<file path="src/rtl/gpio_pkg.sv">
package gpio_pkg;
  typedef enum logic [2:0] {
    REG_DOUT  = 3'd0,
    REG_DIN   = 3'd1,
    REG_OE    = 3'd2,
    REG_ROUTE = 3'd3,
    REG_IEN   = 3'd4,
    REG_KIND  = 3'd5,
    REG_SENSE = 3'd6,
    REG_STAT  = 3'd7
  } reg_sel_e;

  typedef enum logic [1:0] {
    ACC_WRITE = 2'd0,
    ACC_SET   = 2'd1,
    ACC_CLR   = 2'd2,
    ACC_NONE  = 2'd3
  } acc_kind_e;

  localparam int REG_COUNT = 8;
  localparam int IDX_LSB   = 4;
  localparam int ACC_LSB   = 2;
endpackage

</file>
<file path="src/rtl/gpio_rst_sync.sv">
module gpio_rst_sync (
  input  logic clk,
  input  logic rst_n,
  output logic rst_sync_n
);
  logic stage1_q, stage2_q;

  always_ff @(posedge clk or negedge rst_n) begin
    if (!rst_n) begin
      stage1_q <= 1'b0;
      stage2_q <= 1'b0;
    end else begin
      stage1_q <= 1'b1;
      stage2_q <= stage1_q;
    end
  end

  assign rst_sync_n = stage2_q;
endmodule

</file>
<file path="src/rtl/gpio_pin_sync.sv">
module gpio_pin_sync #(
  parameter int W = 32
) (
  input  logic         clk,
  input  logic         rst_n,
  input  logic [W-1:0] async_in,
  output logic [W-1:0] sync_out
);
  logic [W-1:0] meta_q, sync_q;

  always_ff @(posedge clk or negedge rst_n) begin
    if (!rst_n) begin
      meta_q <= '0;
      sync_q <= '0;
    end else begin
      meta_q <= async_in;
      sync_q <= meta_q;
    end
  end

  assign sync_out = sync_q;
endmodule

</file>
<file path="src/rtl/gpio_alias_reg.sv">
module gpio_alias_reg #(
  parameter int W = 32
) (
  input  logic         clk,
  input  logic         rst_n,
  input  logic         wr_en,
  input  logic         set_en,
  input  logic         clr_en,
  input  logic [W-1:0] wdata,
  output logic [W-1:0] q
);
  logic [W-1:0] q_r, q_nxt;
  logic         q_en;

  assign q_en = wr_en | set_en | clr_en;

  always_comb begin
    q_nxt = q_r;
    if (wr_en)       q_nxt = wdata;
    else if (set_en) q_nxt = q_r | wdata;
    else if (clr_en) q_nxt = q_r & ~wdata;
  end

  always_ff @(posedge clk or negedge rst_n) begin
    if (!rst_n)    q_r <= '0;
    else if (q_en) q_r <= q_nxt;
  end

  assign q = q_r;

  // set alias leaves every masked bit at one
  assert_set_alias_R3: assert property (@(posedge clk) disable iff (!rst_n)
    set_en |=> ((q_r & $past(wdata)) == $past(wdata)));

  // clear alias leaves every masked bit at zero
  assert_clr_alias_R3: assert property (@(posedge clk) disable iff (!rst_n)
    clr_en |=> ((q_r & $past(wdata)) == '0));

  // with no access the register holds
  assert_hold_R3: assert property (@(posedge clk) disable iff (!rst_n)
    !q_en |=> $stable(q_r));
endmodule

</file>
<file path="src/rtl/gpio_irq_detect.sv">
module gpio_irq_detect #(
  parameter int W = 32
) (
  input  logic         clk,
  input  logic         rst_n,
  input  logic [W-1:0] pin_s,
  input  logic [W-1:0] route,
  input  logic [W-1:0] kind,
  input  logic [W-1:0] sense,
  input  logic         clr_en,
  input  logic [W-1:0] clr_mask,
  output logic [W-1:0] stat
);
  logic [W-1:0] prev_q, cond, hit, stat_q, stat_nxt;
  logic         stat_en;

  for (genvar g = 0; g < W; g++) begin : g_pin
    logic edge_rise, edge_fall, lvl_act;
    assign edge_rise = pin_s[g] & ~prev_q[g];
    assign edge_fall = ~pin_s[g] & prev_q[g];
    assign lvl_act   = sense[g] ? pin_s[g] : ~pin_s[g];
    assign cond[g]   = kind[g] ? lvl_act : (sense[g] ? edge_rise : edge_fall);
  end

  assign hit     = cond & route;
  assign stat_en = clr_en | (|hit);

  always_comb begin
    stat_nxt = stat_q;
    if (clr_en) stat_nxt = stat_nxt & ~clr_mask;
    stat_nxt = stat_nxt | hit;
  end

  always_ff @(posedge clk or negedge rst_n) begin
    if (!rst_n) begin
      prev_q <= '0;
      stat_q <= '0;
    end else begin
      prev_q <= pin_s;
      if (stat_en) stat_q <= stat_nxt;
    end
  end

  assign stat = stat_q;

  // pending bits stay unless named in a clear-alias write
  assert_sticky_R9: assert property (@(posedge clk) disable iff (!rst_n)
    1'b1 |=> (($past(stat_q) & ~($past(clr_en) ? $past(clr_mask) : '0) & ~stat_q) == '0));

  // an unrouted pin never turns a status bit on
  assert_route_gate_R8: assert property (@(posedge clk) disable iff (!rst_n)
    1'b1 |=> ((stat_q & ~$past(stat_q) & ~$past(route)) == '0));

  // a cleared bit with no active condition is gone the next cycle
  assert_clear_done_R7: assert property (@(posedge clk) disable iff (!rst_n)
    clr_en |=> ((stat_q & $past(clr_mask & ~hit)) == '0));
endmodule

</file>
<file path="src/rtl/gpio_irq_port.sv">
module gpio_irq_port
  import gpio_pkg::*;
#(
  parameter int PIN_W  = 32,
  parameter int ADDR_W = 7
) (
  input  logic              clk,
  input  logic              rst_n,
  input  logic              bus_wr,
  input  logic [ADDR_W-1:0] bus_addr,
  input  logic [PIN_W-1:0]  bus_wdata,
  output logic [PIN_W-1:0]  bus_rdata,
  input  logic [PIN_W-1:0]  pin_in,
  output logic [PIN_W-1:0]  pin_out,
  output logic [PIN_W-1:0]  pin_oe,
  output logic              irq
);
  localparam int IDX_W = $clog2(REG_COUNT);

  logic             rst_sync_n;
  logic [IDX_W-1:0] idx;
  logic [1:0]       acc;
  logic [PIN_W-1:0] pin_s, stat;
  logic [PIN_W-1:0] reg_q [REG_COUNT];

  assign idx = bus_addr[IDX_LSB +: IDX_W];
  assign acc = bus_addr[ACC_LSB +: 2];

  gpio_rst_sync u_rst (
    .clk        (clk),
    .rst_n      (rst_n),
    .rst_sync_n (rst_sync_n)
  );

  gpio_pin_sync #(.W(PIN_W)) u_sync (
    .clk      (clk),
    .rst_n    (rst_sync_n),
    .async_in (pin_in),
    .sync_out (pin_s)
  );

  for (genvar i = 0; i < REG_COUNT; i++) begin : g_reg
    if (i == int'(REG_DIN)) begin : g_din
      assign reg_q[i] = pin_s;
    end else if (i == int'(REG_STAT)) begin : g_stat
      assign reg_q[i] = stat;
    end else begin : g_cfg
      logic sel;
      assign sel = bus_wr && (idx == IDX_W'(i));
      gpio_alias_reg #(.W(PIN_W)) u_reg (
        .clk    (clk),
        .rst_n  (rst_sync_n),
        .wr_en  (sel && (acc == ACC_WRITE)),
        .set_en (sel && (acc == ACC_SET)),
        .clr_en (sel && (acc == ACC_CLR)),
        .wdata  (bus_wdata),
        .q      (reg_q[i])
      );
    end
  end

  gpio_irq_detect #(.W(PIN_W)) u_det (
    .clk      (clk),
    .rst_n    (rst_sync_n),
    .pin_s    (pin_s),
    .route    (reg_q[REG_ROUTE]),
    .kind     (reg_q[REG_KIND]),
    .sense    (reg_q[REG_SENSE]),
    .clr_en   (bus_wr && (idx == IDX_W'(REG_STAT)) && (acc == ACC_CLR)),
    .clr_mask (bus_wdata),
    .stat     (stat)
  );

  assign bus_rdata = reg_q[idx];
  assign pin_out   = reg_q[REG_DOUT];
  assign pin_oe    = reg_q[REG_OE];
  assign irq       = |(stat & reg_q[REG_IEN]);

  // no pending status means no interrupt
  assert_irq_quiet_R10: assert property (@(posedge clk) disable iff (!rst_sync_n)
    (stat == '0) |-> !irq);

  // an interrupt implies some unmasked bit
  assert_irq_cause_R10: assert property (@(posedge clk) disable iff (!rst_sync_n)
    irq |-> (reg_q[REG_IEN] != '0));

  // pads follow their registers
  assert_pad_drive_R4: assert property (@(posedge clk) disable iff (!rst_sync_n)
    (pin_oe == reg_q[REG_OE]) && (pin_out == reg_q[REG_DOUT]));
endmodule

</file>
<file path="config.mk">
export PLATFORM = sky130hd
export DESIGN_NAME = gpio_irq_port
export DESIGN_NICKNAME = d
export VERILOG_FILES = /design/src/rtl/gpio_pkg.sv /design/src/rtl/gpio_rst_sync.sv /design/src/rtl/gpio_pin_sync.sv /design/src/rtl/gpio_alias_reg.sv /design/src/rtl/gpio_irq_detect.sv /design/src/rtl/gpio_irq_port.sv
export SDC_FILE = /design/constraint.sdc
export NUM_CORES = 1
export LEC_CHECK = 0
export ABC_AREA = 1
export CAP_MARGIN = 30
export CORE_MARGIN = 4
export CORE_UTILIZATION = 58
export CTS_BUF_LIST = sky130_fd_sc_hd__clkbuf_8
export CTS_CLUSTER_SIZE = 12
export DETAILED_ROUTE_END_ITERATION = 12
export DONT_BUFFER_PORTS = 1
export GPL_ROUTABILITY_DRIVEN = 1
export HOLD_SLACK_MARGIN = 0.06
export PLACE_DENSITY_LB_ADDON = 0.2
export SLEW_MARGIN = 20
export SYNTH_ARGS = -nofsm -noshare
export SYNTH_HDL_FRONTEND = slang
export SYNTH_SLANG_ARGS = --single-unit
</file>
<file path="constraint.sdc">
create_clock -name clk -period 10.4 [get_ports clk]
set_input_delay 2.08 -clock clk [delete_from_list [all_inputs] [get_ports clk]]
set_output_delay 2.08 -clock clk [all_outputs]
set_load 0.005 [all_outputs]
</file>
# Word level (Yosys, flattened, before mapping)
# Index checks and enable logic that the tools add are counted.
# word_totals
out_inout_bits	97
ff_bits	322
word_cells	340
inputBits	74
# op_classes
n_mux	118
n_reduce_logical	42
bitwise	159
eq_ne	8
order_cmp	1
# ops
operator	count
32-bit two-way mux	21
32-bit bitwise AND	9
32-bit OR	7
32-bit binary-select mux with 3-bit select	1
1-bit two-way mux	96
1-bit bitwise AND	64
1-bit NOT	64
32-bit OR reduction	2
32-bit NOT	1
1-bit logical AND	26
3-bit nonzero test	6
1-bit OR	13
3-bit equality test, second input constant	4
2-bit AND reduction	6
3-bit by 2-bit equality test with 1-bit output, second input constant	2
4-bit >= comparator, second input constant	1
3-bit NOT with 4-bit output	1
3-bit logical NOT	1
2-bit by 1-bit equality test with 1-bit output, second input constant	1
2-bit equality test, second input constant	1
2-bit logical NOT	1

# Depth between registers and ports, before layout
# Gate-level depths: netlist of the first run.
# logic_depth
word_depth	7
ltp_mapped	9
ltp_nobuf	7

# Modules after synthesis
# A second synthesis of the first run with hierarchy kept.
# unflattened
hier_cells	2504
area_unflattened_um2	17227.8
# by_module_without_submodules
mod	n_inst	cells_each	seq_area_each_um2	area_per_inst_um2
gpio_alias_reg	6	205	800.8	1572.8
gpio_irq_detect	1	515	1601.5	3316.9
gpio_irq_port	1	692	0.0	2819.0
gpio_pin_sync	1	64	1601.5	1601.5
gpio_rst_sync	1	3	50.0	53.8

# Worst setup path before layout of the first run
# Ideal clock, no wire load.
# synth_timing
path_type	input to output
from	in bus_addr[4]
to	out bus_rdata[10]
required_ns	8.320
cell_stages	8
path_buffers	3
setup_slack_ns	5.334
arrival_time_ns	2.986
path_cell_list	buf_4 > nor2_2 > buf_4 > buf_2 > nand2_1 > nand4_1 > nand2_1 > nand2_1
# synth_via
elab_chain_len	4
# synth_rtl
item	line_no	text
start, declared	gpio_irq_port.sv:10	input logic [ADDR_W-1:0] bus_addr,
3-bit NOT with 4-bit output (not written as such)	gpio_irq_port.sv:74	assign bus_rdata = reg_q[idx];
32-bit binary-select mux with 3-bit select	gpio_irq_port.sv:74	
32-bit two-way mux (not written as such) (2 in series)	gpio_irq_port.sv:74	
end, declared	gpio_irq_port.sv:12	output logic [PIN_W-1:0] bus_rdata,
# No other way between the ends. The select of a mux whose other input is x is not followed.

# Worst setup path after layout of the first run
# layout_timing
from	in bus_addr[4]
to	out bus_rdata[31]
# Same word-level chain as after synthesis.

==> flow_metrics.py, run 1 <==
metrics = {
    "sta": {
        "hold_viol": 0,
        "fin_ws_ps": 4260,
        "worstMarginPinSlew_ps": 1040,
        "timing.fmax_mhz": 163,
        "min_period_ps": 6140,
        "tns_ps": 0,
        "slew_violations": 0,
        "slew_headroom_pct": 30.7,
        "fin_skew_ps": 14.2,
        "fin_crit_sh_pct": 59.0,
        "finalSetupViolCount": 0,
        "rsz0062_at_grt": "false",
    },
    "run_status": {
        "status": "finished, final reports clean",
    },
    "placement": {
        "place_area_sq_um": 16200,
        "dp.cells": 2416,
        "gp_congestion": 0.843,
        "hpwl_microns": 27500,
        "dpl_worst_slack_ps": 4430,
        "port-buffer-count": 0,
    },
    "cells_and_area": {
        "fin_cells": 2514,
        "finish.utilization_pct": 61.9,
        "post_route_cells_drive_above_1_share_pct": 5.48,
        "syn_to_final_growth_pct": 4.67,
        "fillCellCount": 2524,
        "final_nets": 2170,
        "diodes": 0,
        "final_area_sq_um": 17300,
    },
    "clock_network": {
        "root_buffer": "clkbuf_8",
        "clk_pin_slew_ps": 50,
        "cts_resized": 0,
        "h-tree-depth": 2,
        "hold_buffers": 0,
        "numCtsBuffers": 55,
        "cts_tree": "yes",
        "postCtsSetupBuffers": 0,
        "insertion_delay_ps": 590,
        "clk_path_buf_depth": 3,
        "clock_sinks": 322,
    },
    "drt": {
        "wirelength_microns": 48700,
        "vias": 14827,
        "routedWlPerCell_microns": 19.4,
        "drtIter0Drc": 1497,
        "dr.pass1.iters": 5,
        "final_antenna_net_count": 0,
        "avgViaCountPerCell": 5.90,
        "drcViolationCount": 0,
    },
    "global_route": {
        "grt_pass1_vias": 14304,
        "grt-ovfl-total": 0,
        "grt_pass1_wl_microns": 77100,
        "grt.total_usage_pct": 30.8,
        "grt_start_max_net_pins": 182,
        "antenna_found_initial": 0,
    },
    "pwr": {
        "powerDensity_nw_per_um2": 189,
        "vdd_drop_max_uv": 139,
        "p_leak_nw": 8.46,
    },
    "synth": {
        "synth_nets": 2283,
        "synthDistinctLibCells": 18,
        "ys_ff_latch": 322,
        "synth_top_family_by_area": "simple AND/OR/NAND/NOR gates",
        "ys_warn_count": 0,
        "synthMuxAreaShare_pct": 0,
        "syn_area_sq_um": 16500,
        "synthSimpleGateAreaFrac_pct": 35.0,
        "synth_edf_count": 0,
        "synth_xor_area_share_pct": 0,
        "synthCells": 2209,
        "ys_seq_area_share_pct": 48.8,
        "ys.flop_type": "dfrtp_1",
        "synthAdderAreaFrac_pct": 0,
        "syn_area_per_cell_sq_um": 7.48,
        "async_flop_share_pct": 100,
        "synth-compound-area-share_pct": 7.76,
    },
    "min_path": {
        "hold_path_depth": 0,
        "worstHoldStart": "u_sync.meta_q[24]",
        "hold_class": "reg -> reg",
    },
    "die": {
        "ios": 171,
        "start_util_pct": 59.1,
        "std_cell_rows": 61,
        "die_area_sq_um": 31200,
        "coreArea_sq_um": 27900,
        "die_y_microns": 177,
        "die_x_microns": 177,
    },
    "setup_path": {
        "startpoint_type": "primary input",
        "r2r-start": "u_rst.rst_sync_n",
        "cp_max_fo": 133,
        "critPathCaptureType": "output port",
        "crit_start": "bus_addr[4]",
        "required_ps": 8320,
        "reg2regPathDepth": 3,
        "path_class": "in -> out",
        "cp.arrival_ps": 4060,
    },
    "job": {
        "drv_cap": 0,
    },
}
[power by group]
part           switching (mW)  internal, mW  leakage, nW  total (mW)
Clock                   0.517         0.625        0.643        1.14
Sequential              0.209          1.46         3.86        1.67
Combinational           0.297         0.169         3.96       0.466
[cell usage after synthesis, types with 4 or more instances]
cell type | n | share of area [%]
nand4_1 | 64 | 2.4
nand2_1 | 1118 | 25
dfrtp_1 | 322 | 49
inv_1 | 69 | 1.6
buf_6 | 5 | 0.34
clkbuf_1 | 33 | 0.75
nor2_4 | 5 | 0.34
buf_4 | 74 | 3.4
buf_1 | 8 | 0.18
nor2_1 | 77 | 1.7
o211ai_1 | 128 | 5.8
o21ai_0 | 64 | 1.9
nor2_2 | 4 | 0.15
inv_2 | 4 | 0.091
buf_2 | 70 | 2.1
nand3_1 | 162 | 4.9
[cells by family (layout without fill, tap and decap cells)]
family | after synthesis | in the layout
other | 1 | 1
AO/OA/AOI/OAI | 192 | 192
buffers and inverters | 263 | 190
AND/OR/NAND/NOR | 1431 | 1431
flip-flops | 322 | 322
[routing by layer]
| layer | GRT usage, % | up-vias | share of wire, % | wire (microns) |
|---|---|---|---|---|
| met2 | 50.0 | 737 | 46 | 22500 |
| met5 | 0 | - | 0 | 0 |
| met3 | 7.26 | 143 | 10 | 4990 |
| met4 | 10.5 | 0 | 3.1 | 1500 |
| li1 | - | 6851 | - | - |
| met1 | 41.0 | 7096 | 41 | 19700 |
[cell type report]
cell class / count / area (sq um) / area share (%)
inverter: 73 / 274 / 1.58
clock buffer: 70 / 963 / 5.57
tap: 378 / 473 / 2.74
timing repair buffer: 20 / 260 / 1.51
sequential: 322 / 8060 / 46.6
clock inverter: 27 / 143 / 0.825
multi-input combinational: 1624 / 7110 / 41.1
[cell usage in the layout, fill, tap and decap left out, types with 2 or more instances in the layout]
master,count
nor2_4,10
inv_1,88
clkbuf_8,70
o21ai_0,64
nand4_1,64
dfrtp_1,321
nor2_1,76
nand2_1,1117
nand3_2,2
o211ai_1,128
buf_12,4
buf_4,13
inv_2,4
nand3_1,160
buf_16,3
clkinv_2,5
[metrics by stage]
| step | power, mW | hold WS (ps) |
|---|---|---|
| final | 3.28 | 342 |
| after global routing | 3.45 | 349 |
| after CTS | 3.29 | 347 |
| after detailed placement | 2.15 | 335 |
| after global placement | 2.12 | 331 |
| after floorplan | 2.08 | 331 |
[critical path: stages]
cell and delay [ps]:
nor2_4 780, buf_4 630, nand2_1 110, nand4_1 100, nand2_1 60, nand2_1 210
[final timing paths]
check	to	slack, ps
max in group asynchronous	u_sync.sync_out[21]	7970
setup reg to reg	u_sync.sync_out[21]	7970
setup / recovery	bus_rdata[31]	4260
hold / removal	u_sync.sync_out[24]	340
hold reg to reg	u_sync.sync_out[24]	340
min in group asynchronous	async pin	440
Note: power is estimated with default switching activity, not from simulation.
==> run 2, diff against run 1 <==
ABC_AREA = 0   (was 1)
clock period = 5 ns   (was 10.4 ns; I/O delays follow)
==> run 2 against run 1 <==
Net effect: hold slack lost 220 ps; design area shrank 6.8%; synthesized area shrank 6.8%; critical path depth shrank 3; sequential share of layout area grew 3.4 points; die area shrank 6.5%; cell count shrank 40%; register-to-register slack lost 4300 ps; wire length shrank 14%; combinational power grew 120%; setup slack lost 2400 ps; synthesized cell count shrank 44%; critical endpoint is now irq.
==> flow_metrics.py, run 2 <==
metrics = {
    "run_status": {
        "status": "finished, final reports clean",
    },
    "synth": {
        "synth_common_cells": "dfrtp_1 (322), a22o_1 (221), or3_1 (192)",
        "ys_warn_count": 0,
        "ys_seq_area_share_pct": 52.3,
        "async_flop_share_pct": 100,
        "synth_edf_count": 0,
        "ys_ff_latch": 322,
        "ys.flop_type": "dfrtp_1",
        "synthCells": 1247,
        "syn_area_per_cell_sq_um": 12.3,
        "synthDistinctLibCells": 27,
        "synth.most_common_cell": "dfrtp_1",
        "ys_top_cells_by_area": "dfrtp_1 (52%), a22o_1 (13%), mux4_2 (9.4%)",
        "synth_nets": 1321,
        "netlist.area_leader.share_pct": 52.3,
        "syn_area_sq_um": 15400,
        "yosys.area.top_type": "dfrtp_1",
    },
    "sta": {
        "tns_ps": 0,
        "fin_crit_sh_pct": 62.1,
        "timing.fmax_mhz": 322,
        "slew_violations": 0,
        "min_period_ps": 3100,
        "fin_skew_ps": 12.0,
        "worstMarginPinSlew_ps": 1020,
        "hold_viol": 0,
        "slew_headroom_pct": 32.0,
        "finalSetupViolCount": 0,
        "rsz0062_at_grt": "false",
    },
    "setup_path": {
        "path_class": "reg -> out",
        "reg2reg_slack_ps": 3680,
        "cp.arrival_ps": 2100,
        "r2r-start": "u_rst.rst_sync_n",
        "reg2regPathDepth": 1,
        "cp_max_fo": 3,
        "critPathCaptureType": "output port",
        "required_ps": 4000,
        "startpoint_type": "register",
    },
    "placement": {
        "gp_congestion": 0.818,
        "port-buffer-count": 0,
        "hpwl_microns": 24400,
    },
    "drt": {
        "avgViaCountPerCell": 7.02,
        "final_antenna_net_count": 0,
        "routedWlPerCell_microns": 27.8,
        "dr.pass1.iters": 5,
        "vias": 10585,
        "wirelength_microns": 41800,
        "drcViolationCount": 0,
        "drtIter0Drc": 1124,
    },
    "clock_network": {
        "root_buffer": "clkbuf_8",
        "numCtsBuffers": 53,
        "cts_tree": "yes",
        "cts_resized": 0,
        "clock_sinks": 322,
        "postCtsSetupBuffers": 0,
        "hold_buffers": 0,
        "clk_path_buf_depth": 3,
        "h-tree-depth": 2,
        "clk_pin_slew_ps": 60,
        "insertion_delay_ps": 580,
    },
    "cells_and_area": {
        "final_cell_mix": "dfrtp_1 (321), a22o_1 (221), or3_1 (192), clkbuf_8 (67), mux4_2 (64)",
        "post_route_cells_drive_above_1_share_pct": 16.5,
        "diodes": 0,
        "final_common_cell": "dfrtp_1",
        "multiInputGateArea_sq_um": 6370,
        "fillCellCount": 2034,
        "ff_latch_area_sq_um": 8060,
        "syn_to_final_growth_pct": 4.62,
        "final_nets": 1206,
        "finish.utilization_pct": 61.8,
    },
    "global_route": {
        "grt_pass1_vias": 10845,
        "grt_pass1_wl_microns": 65300,
        "grt-ovfl-total": 0,
        "grt.total_usage_pct": 28.9,
        "grt_start_max_net_pins": 194,
        "antenna_found_initial": 2,
    },
    "pwr": {
        "powerDensity_nw_per_um2": 427,
        "vdd_drop_max_uv": 366,
        "p_leak_nw": 6.82,
    },
    "die": {
        "die_area_sq_um": 29200,
        "ios": 171,
        "die_y_microns": 171,
        "std_cell_rows": 59,
        "start_util_pct": 59.1,
        "die_x_microns": 171,
        "coreArea_sq_um": 26100,
    },
    "min_path": {
        "hold_class": "in -> async",
    },
    "job": {
        "drv_cap": 0,
    },
}
-- run 2: cell types whose count changed in the layout (fill, tap and decap cells not counted), moves of 60 or more --
cell	delta
nand2_1	-1085
a22o_1	+221
mux4_2	+64
nor2_1	-73
o21ai_0	-64
or3_1	+192
nor2b_1	+61
o211ai_1	-128
nand4_1	-60
inv_1	-66
nand3_1	-128
-- run 2: logic make-up (layout without fill, tap and decap cells) --
group	count (synthesis)	in the layout	share of synthesized area [%]
flops	322	322	52.3
xor+xnor	6	6	0.341
other cells	1	1	0.0244
simple gates	339	339	13.0
buf+inv	185	110	6.43
compound gates	298	298	16.1
mux	96	96	11.7
-- run 2: cell type report --
type	count	share of cell area [%]
Clock inverter	28	0.870
Timing Repair Buffer	15	1.18
Multi-Input combinational cell	740	39.6
Clock buffer	67	5.73
Sequential cell	322	50.1
Tap cell	335	2.60
-- run 2: per-stage QoR --
stage                     instance area, sq um  instances  hold slack (ps)  setup WS, ps  power (mW)
after global routing                     16100       1507             90.9          1820        7.19
after floorplan                          15400       1247              331          1490        4.49
after CTS                                16100       1507             89.4          1850        6.92
final                                    16100       1507              124          1900        6.88
after global placement                   15000       1410              331          1860        4.59
after detailed placement                 15000       1412              335          2040        4.63
-- run 2: per-layer routing --
metal | vias to the layer above | GRT usage (%) | wire length [microns]
li1 | 4458 | - | -
met1 | 5523 | 42.1 | 17500
met2 | 537 | 43.5 | 19200
met3 | 67 | 7.93 | 4090
met4 | 0 | 8.20 | 995
met5 | - | 0 | 0
-- run 2: how the worst max path moves through the flow --
stage / startpoint / endpoint / cells past startpoint
floorplan: bus_addr[5] / bus_rdata[10] / 5
global placement: bus_addr[4] / register / 3
detailed placement: bus_addr[4] / register / 5
CTS: register / irq / 3
global route: register / irq / 3
finish: register / irq / 3
-- run 2: report_power, final --
part | internal [mW] | total, mW | switching (mW)
Sequential | 3.06 | 3.57 | 0.507
Combinational | 0.658 | 1.04 | 0.380
Clock | 1.25 | 2.28 | 1.03
-- run 2: critical path: stages, from the launching register on --
cell and delay, ps:
dfrtp_1 440, a22oi_1 290, nand4_1 200, or4_1 600
